==> src/rtl/wdiv_pkg.sv <==
// Shared types for the word divider.
package wdiv_pkg;
    // Sequencer phases of one division.
    typedef enum logic [1:0] {
        DV_IDLE  = 2'd0,
        DV_RUN   = 2'd1,
        DV_FIX   = 2'd2,
        DV_CLOSE = 2'd3
    } dv_state_e;
endpackage

==> src/rtl/wdiv_sign_prep.sv <==
// Operand conditioning: converts the operands to unsigned magnitudes and
// works out the sign the quotient and remainder need after the divide.
// Assumes two's complement operands when sgn is set; the most negative
// dividend maps to its own bit pattern, which is the correct magnitude.
module wdiv_sign_prep #(
    parameter int DVS_W = 16
) (
    input  logic [2*DVS_W-1:0] dvd,
    input  logic [DVS_W-1:0]   dvs,
    input  logic               sgn,
    output logic [2*DVS_W-1:0] dvd_mag,
    output logic [DVS_W-1:0]   dvs_mag,
    output logic               neg_q,
    output logic               neg_r
);
    localparam int DVD_W = 2 * DVS_W;

    logic dvd_neg;
    logic dvs_neg;

    // Magnitudes and result signs.
    always_comb begin
        dvd_neg = sgn & dvd[DVD_W-1];
        dvs_neg = sgn & dvs[DVS_W-1];
        dvd_mag = dvd_neg ? (~dvd + 1'b1) : dvd;
        dvs_mag = dvs_neg ? (~dvs + 1'b1) : dvs;
        neg_q   = dvd_neg ^ dvs_neg;
        neg_r   = dvd_neg;
    end
endmodule

==> src/rtl/wdiv_shift_core.sv <==
// Restoring shift-subtract datapath. load captures the magnitudes, and each
// step produces one quotient bit, MSB first. fix applies the stored sign
// corrections to quotient and remainder. Assumes a nonzero divisor and that
// the controls are one-hot.
module wdiv_shift_core #(
    parameter int DVS_W = 16
) (
    input  logic               clk,
    input  logic               rst_n,
    input  logic               load,
    input  logic               step,
    input  logic               fix,
    input  logic [2*DVS_W-1:0] dvd_mag,
    input  logic [DVS_W-1:0]   dvs_mag,
    input  logic               neg_q,
    input  logic               neg_r,
    output logic [2*DVS_W-1:0] quo,
    output logic [DVS_W-1:0]   rem
);
    localparam int DVD_W = 2 * DVS_W;

    logic [DVD_W-1:0] quo_q;
    logic [DVS_W-1:0] rem_q;
    logic [DVS_W-1:0] dvs_q;
    logic             neg_q_q;
    logic             neg_r_q;
    logic [DVS_W:0]   partial;
    logic [DVS_W+1:0] diff;
    logic             fits;

    // Trial subtraction of the divisor from the shifted partial remainder.
    always_comb begin
        partial = {rem_q, quo_q[DVD_W-1]};
        diff    = {1'b0, partial} - {2'b00, dvs_q};
        fits    = ~diff[DVS_W+1];
    end

    // Operand capture, iteration and sign correction.
    always_ff @(posedge clk) begin
        if (!rst_n) begin
            quo_q   <= '0;
            rem_q   <= '0;
            dvs_q   <= '0;
            neg_q_q <= 1'b0;
            neg_r_q <= 1'b0;
        end else if (load) begin
            quo_q   <= dvd_mag;
            rem_q   <= '0;
            dvs_q   <= dvs_mag;
            neg_q_q <= neg_q;
            neg_r_q <= neg_r;
        end else if (step) begin
            quo_q <= {quo_q[DVD_W-2:0], fits};
            rem_q <= fits ? diff[DVS_W-1:0] : partial[DVS_W-1:0];
        end else if (fix) begin
            if (neg_q_q) quo_q <= ~quo_q + 1'b1;
            if (neg_r_q) rem_q <= ~rem_q + 1'b1;
        end
    end

    assign quo = quo_q;
    assign rem = rem_q;

    // each restoring step leaves a partial remainder below the divisor

    rem_bound_chk: assert property (@(posedge clk) disable iff (!rst_n)
        step |=> (rem_q < dvs_q));
endmodule

==> src/rtl/wdiv_judge.sv <==
// Overflow detection on the sign-corrected full-width quotient. Unsigned:
// any bit above the low half is set. Signed: the upper half plus the
// low-half sign bit do not all agree.
module wdiv_judge #(
    parameter int DVS_W = 16
) (
    input  logic [2*DVS_W-1:0] quo,
    input  logic               sgn,
    output logic               ovf
);
    localparam int DVD_W = 2 * DVS_W;

    logic [DVD_W-DVS_W:0] top_bits;

    // Range test selected by mode.
    always_comb begin
        top_bits = quo[DVD_W-1:DVS_W-1];
        if (sgn) ovf = ~((&top_bits) | ~(|top_bits));
        else     ovf = |quo[DVD_W-1:DVS_W];
    end
endmodule

==> src/rtl/wdiv_flag_reg.sv <==
// Condition flag state. A zero-divisor trap clears only carry. A completed
// operation clears carry and then either reports overflow (N kept) or
// reports the quotient's sign and zero state.
module wdiv_flag_reg #(
    parameter int DVS_W = 16
) (
    input  logic             clk,
    input  logic             rst_n,
    input  logic             upd_zero,
    input  logic             upd_fin,
    input  logic             ovf,
    input  logic [DVS_W-1:0] q_low,
    output logic             flag_n,
    output logic             flag_z,
    output logic             flag_v,
    output logic             flag_c
);
    // Flag update per outcome.
    always_ff @(posedge clk) begin
        if (!rst_n) begin
            flag_n <= 1'b0;
            flag_z <= 1'b0;
            flag_v <= 1'b0;
            flag_c <= 1'b0;
        end else if (upd_zero) begin
            flag_c <= 1'b0;
        end else if (upd_fin) begin
            flag_c <= 1'b0;
            if (ovf) begin
                flag_v <= 1'b1;
                flag_z <= 1'b0;
            end else begin
                flag_v <= 1'b0;
                flag_z <= ~(|q_low);
                flag_n <= q_low[DVS_W-1];
            end
        end
    end


    ovf_keep_n_chk: assert property (@(posedge clk) disable iff (!rst_n)
        (upd_fin && ovf) |=> (flag_v && !flag_z && flag_n == $past(flag_n)));

    trap_keep_chk: assert property (@(posedge clk) disable iff (!rst_n)
        upd_zero |=> ($stable(flag_n) && $stable(flag_z) && $stable(flag_v)));
endmodule

==> src/rtl/wdiv_unit.sv <==
// Word divider top: sequences a 32/16 restoring divide (one quotient bit per
// cycle, plus a sign-fixup cycle in signed mode), judges overflow, updates
// flags and issues the write strobe or the divide-by-zero trap. Assumes
// start is a pulse and that operands are valid in the start cycle only.
module wdiv_unit #(
    parameter int DVS_W = 16
) (
    input  logic                  clk,
    input  logic                  rst_n,
    input  logic                  start,
    input  logic [2*DVS_W-1:0]    dividend,
    input  logic [DVS_W-1:0]      divisor,
    input  logic                  signed_mode,
    output logic                  busy,
    output logic                  done,
    output logic [2*DVS_W-1:0]    result,
    output logic                  wr_en,
    output logic                  flag_n,
    output logic                  flag_z,
    output logic                  flag_v,
    output logic                  flag_c,
    output logic                  div0_trap
);
    import wdiv_pkg::*;

    localparam int DVD_W = 2 * DVS_W;
    localparam int CNT_W = $clog2(DVD_W);
    localparam logic [CNT_W-1:0] LAST_STEP = CNT_W'(DVD_W - 1);

    dv_state_e         state;
    logic [CNT_W-1:0]  cnt;
    logic              sgn_q;
    logic              launch;
    logic              zero_req;
    logic              closing;
    logic [DVD_W-1:0]  dvd_mag;
    logic [DVS_W-1:0]  dvs_mag;
    logic              neg_q;
    logic              neg_r;
    logic [DVD_W-1:0]  quo;
    logic [DVS_W-1:0]  rem;
    logic              ovf;
    logic              done_q;
    logic              wr_q;
    logic              trap_q;
    logic [DVD_W-1:0]  result_q;

    // Request decode in the idle phase.
    always_comb begin
        launch   = (state == DV_IDLE) && start && (divisor != '0);
        zero_req = (state == DV_IDLE) && start && (divisor == '0);
        closing  = (state == DV_CLOSE);
    end

    wdiv_sign_prep #(.DVS_W(DVS_W)) u_prep (
        .dvd     (dividend),
        .dvs     (divisor),
        .sgn     (signed_mode),
        .dvd_mag (dvd_mag),
        .dvs_mag (dvs_mag),
        .neg_q   (neg_q),
        .neg_r   (neg_r)
    );

    wdiv_shift_core #(.DVS_W(DVS_W)) u_core (
        .clk     (clk),
        .rst_n   (rst_n),
        .load    (launch),
        .step    (state == DV_RUN),
        .fix     (state == DV_FIX),
        .dvd_mag (dvd_mag),
        .dvs_mag (dvs_mag),
        .neg_q   (neg_q),
        .neg_r   (neg_r),
        .quo     (quo),
        .rem     (rem)
    );

    wdiv_judge #(.DVS_W(DVS_W)) u_judge (
        .quo (quo),
        .sgn (sgn_q),
        .ovf (ovf)
    );

    wdiv_flag_reg #(.DVS_W(DVS_W)) u_flags (
        .clk      (clk),
        .rst_n    (rst_n),
        .upd_zero (zero_req),
        .upd_fin  (closing),
        .ovf      (ovf),
        .q_low    (quo[DVS_W-1:0]),
        .flag_n   (flag_n),
        .flag_z   (flag_z),
        .flag_v   (flag_v),
        .flag_c   (flag_c)
    );

    // Phase sequencer with bit counter.
    always_ff @(posedge clk) begin
        if (!rst_n) begin
            state <= DV_IDLE;
            cnt   <= '0;
            sgn_q <= 1'b0;
        end else begin
            case (state)
                DV_IDLE: begin
                    if (launch) begin
                        state <= DV_RUN;
                        cnt   <= '0;
                        sgn_q <= signed_mode;
                    end
                end
                DV_RUN: begin
                    cnt <= cnt + 1'b1;
                    if (cnt == LAST_STEP) state <= sgn_q ? DV_FIX : DV_CLOSE;
                end
                DV_FIX:   state <= DV_CLOSE;
                DV_CLOSE: state <= DV_IDLE;
                default:  state <= DV_IDLE;
            endcase
        end
    end

    // Completion pulses and destination word.
    always_ff @(posedge clk) begin
        if (!rst_n) begin
            done_q   <= 1'b0;
            wr_q     <= 1'b0;
            trap_q   <= 1'b0;
            result_q <= '0;
        end else begin
            done_q <= zero_req | closing;
            wr_q   <= closing & ~ovf;
            trap_q <= zero_req;
            if (closing && !ovf) result_q <= {rem, quo[DVS_W-1:0]};
        end
    end

    assign busy      = (state != DV_IDLE);
    assign done      = done_q;
    assign wr_en     = wr_q;
    assign div0_trap = trap_q;
    assign result    = result_q;


    busy_done_chk: assert property (@(posedge clk) disable iff (!rst_n)
        busy |-> !done);

    accept_chk: assert property (@(posedge clk) disable iff (!rst_n)
        (!busy && start && divisor != '0) |=> busy);

    div0_quiet_chk: assert property (@(posedge clk) disable iff (!rst_n)
        div0_trap |-> (done && !wr_en && !busy));

    carry_clear_chk: assert property (@(posedge clk) disable iff (!rst_n)
        done |-> !flag_c);

    ovf_hold_chk: assert property (@(posedge clk) disable iff (!rst_n)
        (done && !wr_en) |-> $stable(result));

    no_overflow_chk: assert property (@(posedge clk) disable iff (!rst_n)
        wr_en |-> (!flag_v && flag_z == (result[DVS_W-1:0] == '0)
                   && flag_n == result[DVS_W-1]));
endmodule

==> config.mk <==
export PLATFORM = sky130hd
export DESIGN_NAME = wdiv_unit
export DESIGN_NICKNAME = d
export VERILOG_FILES = /design/src/rtl/wdiv_pkg.sv /design/src/rtl/wdiv_sign_prep.sv /design/src/rtl/wdiv_shift_core.sv /design/src/rtl/wdiv_judge.sv /design/src/rtl/wdiv_flag_reg.sv /design/src/rtl/wdiv_unit.sv
export SDC_FILE = /design/constraint.sdc
export NUM_CORES = 1
export LEC_CHECK = 0
export BUFFER_PORTS_ARGS = -buffer_cell sky130_fd_sc_hd__buf_2
export CAP_MARGIN = 0
export CORE_ASPECT_RATIO = 1.25
export CORE_UTILIZATION = 45
export CTS_CLUSTER_SIZE = 16
export DETAILED_ROUTE_END_ITERATION = 7
export GPL_TIMING_DRIVEN = 0
export PLACE_DENSITY = 0.67
export SETUP_SLACK_MARGIN = 0.1
export SYNTH_ARGS = -nofsm -noshare
export SYNTH_HDL_FRONTEND = slang
export SYNTH_SLANG_ARGS = --single-unit
export TNS_END_PERCENT = 100
==> constraint.sdc <==
create_clock -name clk -period 2.31 [get_ports clk]
set_input_delay 0.231 -clock clk [delete_from_list [all_inputs] [get_ports clk]]
set_output_delay 0.231 -clock clk [all_outputs]
set_load 0.02 [all_outputs]
==> impl_summary.txt <==
----------------------------------------------------
[Logic synthesis]
  Syn_nets ... around 1,100
  Count of warnings emitted by yosys ... 0
  Post-synth EDFFs ... 0
  Top flip-flop cell by instance count after synthesis ... dfxtp_1
  Mean cell area of the mapped netlist ... 7.60 um^2
  Post-synthesis instance area ... between 7000 and 8000 um^2
  Post-Syn Instances ... between 1,000 and 1,500
  Yosys reg bits ... ~110
  Synth area leader ... dfxtp_1
  Cells taking the most area after synthesis ... dfxtp_1 (29%), nor2_1 (6.0%), mux2i_1 (4.8%)
  Register area share after synthesis ... 0.290
  Portion of synthesized cell area occupied by the leading cell type ... 0.290
  Distinct cell type count of the synthesized netlist ... 71
  Proportion of synthesized flip-flops having asynchronous set or reset ... 0

[GRT]
  Overall fraction of global-route tracks in use ... 0.304
  Vias in the first global route ... 7,820
  Grt ovf ... 0
  Pin count of the biggest net entering global routing ... 21
  Wire length of the first global-routing pass ... 41,600 um
  Initial antenna violation count ... 0

[Detailed routing]
  Routed Wire Length ... roughly 28,000 um
  Per-cell routed wire length ... around 20 um
  DRC marker count from the first detailed-route iteration ... between 800 and 900
  Number of detailed-route iterations in the first pass ... 5
  Number of nets still failing antenna checks after routing ... 0
  Vias per cell ... ~6.2
  Residual DRC ... 0
  Vias post-DR ... about 8,500

[Floorplanning]
  Area enclosed by the die boundary ... 17,500 um^2
  Standard cell core area ... around 16,000 um^2
  Overall die height ... 148 um
  I/O pin count ... between 90 and 100
  Initial core utilization ... 0.467
  Die width ... ~120 um
  Number of core rows ... between 50 and 60

[Clock network]
  Clock insertion delay at the later pin of the skew report ... roughly 0.37 ns
  CTS clock-pin slew for the worst setup and hold paths ... 0.08 ns
  Total number of H-tree levels ... 3
  Library cell used as clock root buffer ... clkbuf_16
  CTS tree ... built
  TritonCTS buffer count ... 9
  Number of sinks driven by the clock tree ... 111
  Clock Tree Buf Depth ... 2

[Timing]
  Worst Max-Slew Pin Slew ... between 0.7 and 0.8 ns
  Max-Slew Margin vs Limit ... 0.491
  Final Cycle Share ... 1.06
  Maximum clock frequency ... approximately 0.41 GHz
  Post-Route Skew ... 0.0130 ns
  Worst setup margin ... -0.134 ns
  Max-slew violation total from the final report ... 0
  Final-layout setup total negative slack ... -0.355 ns
  Setup repair after global routing missed its margin ... true
  Final Hold Fails ... 0
  Final Critical Period ... 2.44 ns
  Count of final setup violators ... 4

[Critical path]
  Nature of the critical path endpoint ... flop
  Slowest stage cell on the critical path ... or4b_4
  Flop-to-flop setup slack ... -0.13 ns
  Largest stage delay on the critical path ... 0.56 ns
  FF-to-FF End ... u_core.rem[12]$_SDFFE_PP0P_
  Required time of the critical path ... about 2.5 ns
  CP Launch Type ... flop
  Critical register-to-register path startpoint ... u_core.quo[31]$_SDFFE_PN0P_
  Worst-path fanout max ... 2
  Path depth of the worst reg2reg path ... 10
  CP Cell Sequence ... inv_2, ha_4, fa_2, nor2b_2, o31a_1, or4b_4, a41oi_2, o21bai_1, xnor2_1, a31oi_1
  Arrival time at the worst endpoint ... 2.67 ns
  Class of the most critical setup path ... reg -> reg

[Placed design]
  DP Wirelength ... roughly 20,000 um
  Number of I/O port buffers ... slightly below 90
  Worst slack, placed ... -1.03 ns
  Final estimated routing congestion in global placement ... around 0.96

[Pwr]
  Total Power ... between 10 and 15 mW
  Worst-case vdd ir drop ... about 0.0006 V
  Leak Pwr ... approximately 3.8 nW
  Power per Cell Area ... around 1200 nW/um^2

[Min path]
  Source of the worst hold timing path ... divisor[0]
  Worst-case hold path end point ... u_core.dvs_q[0]$_SDFFE_PN0P_
  Worst hold path type ... in -> reg
  Worst Hold Path Cells ... 3

[Final layout]
  Number of inserted diodes ... 0
  Commonest non-fill, non-tap cells in the layout ... nor2_1 (119), buf_2 (98), dfxtp_1 (89), o21ai_0 (63), a21oi_1 (62)
  Final Net Count ... about 1,200
  Area added between synthesis and finish ... 29.9%
  Ratio of cells with drive above 1 in the final layout ... 0.286
  Fin util ... 0.606
  Most common library cell in the layout ignoring fill and taps ... nor2_1

[Status]
  Violations in the final reports ... negative setup slack
  Outcome ... finished with violations

[Job]
  Maximum Capacitance Violations ... 0

----------------------------------------------------
[per-stage QoR]
| step | std cells | instance area [um^2] | hold slack [ns] |
|---|---|---|---|
| 4_1_cts | 1338 | 9230 | 0.158 |
| 5_1_grt | 1368 | 9930 | 0.155 |
| 6_report | 1368 | 9930 | 0.146 |
| 3_5_place_dp | 1312 | 8410 | 0.457 |
| 3_3_place_gp | 1312 | 8410 | 0.446 |
| 2_1_floorplan | 1007 | 7700 | 0.367 |
[synthesized netlist by cell type, types with 26 or more instances]
master    number
a21oi_1       66
o21ai_0       71
mux2i_1       37
nor3_1        34
nor2_1       123
ha_1          26
xnor2_1       40
a31oi_1       29
nand2_1       70
dfxtp_1      111
inv_1         40
a211oi_1      31
clkbuf_1      61
[report_power, final]
group / switching, mW / internal [mW] / leakage [nW] / total, mW
clock: 0.831 / 0.867 / 0.153 / 1.70
sequential: 0.555 / 2.34 / 0.917 / 2.90
combinational: 4.41 / 3.05 / 2.74 / 7.46
total: 5.79 / 6.26 / 3.81 / 12.1
[critical path: cells and delay by family (launching register included)]
kind | cells | cell delay, ns
compound gates | 4 | 0.69
simple gates | 2 | 0.62
flops | 1 | 0.37
fa+ha+maj | 2 | 0.34
xor+xnor | 1 | 0.24
buf+inv | 1 | 0.06
[what timing repair did]
item | in CTS | in global routing
pin swaps | 29 | 55
gates resized for setup | 116 | 134
gates cloned | 1 | 1
hold buffers | 0 | 0
setup buffers | 14 | 34
endpoints found under the setup margin | 109 | 93
[worst max path at each step]
stage | startpoint | end | slack, ns
floorplan | u_core.quo[24]$_SDFFE_PN0P_ | result[21]$_SDFFE_PN0P_ | 0.09
global placement | state[0]$_SDFFE_PN0P_ | u_core.neg_r_q$_SDFFE_PN0P_ | -1.0
detailed placement | state[0]$_SDFFE_PN0P_ | u_core.neg_r_q$_SDFFE_PN0P_ | -1.03
CTS | u_core.quo[31]$_SDFFE_PN0P_ | u_core.rem[14]$_SDFFE_PP0P_ | -0.11
global route | u_core.quo[31]$_SDFFE_PN0P_ | u_core.rem[12]$_SDFFE_PP0P_ | -0.21
finish | u_core.quo[31]$_SDFFE_PN0P_ | u_core.rem[12]$_SDFFE_PP0P_ | -0.13
[cells by family after synthesis]
family                     count (synthesis)  share of synthesized area
and+or+nand+nor                          341                      0.217
muxes                                     40                     0.0528
xor gates and xnor gates                  62                     0.0710
adders and majority gates                 27                     0.0451
DFF                                      111                      0.290
other                                      1                   0.000490
AOI/OAI and AO/OA                        305                      0.259
buffers and inverters                    120                     0.0640
[layout make-up]
type / instances / area [um^2]
Inverter: 42 / 163
Buffer: 70 / 499
Clock buffer: 9 / 225
Sequential cell: 111 / 2270
Timing Repair Buffer: 137 / 851
Clock inverter: 7 / 85.1
Tap cell: 216 / 270
Multi-Input combinational cell: 776 / 5570
Fill cell: 1499 / 6460
[flip-flops by register name (all words and copies together), names as in the netlist]
signal          cells
result             32
u_core.quo         32
u_core.dvs_q       16
u_core.rem         16
cnt                 5
state               2
div0_trap           1
done                1
sgn_q               1
u_core.neg_q_q      1
u_core.neg_r_q      1
u_flags.flag_v      1
u_flags.flag_z      1
wr_en               1
[per-layer routing]
layer,vias up,share of wire,track usage
met5,-,0,0
met4,0,0.067,0.196
met3,130,0.067,0.0370
met2,443,0.50,0.539
met1,3939,0.37,0.345
li1,3979,-,-
Note: power is estimated with default switching activity, not from simulation.
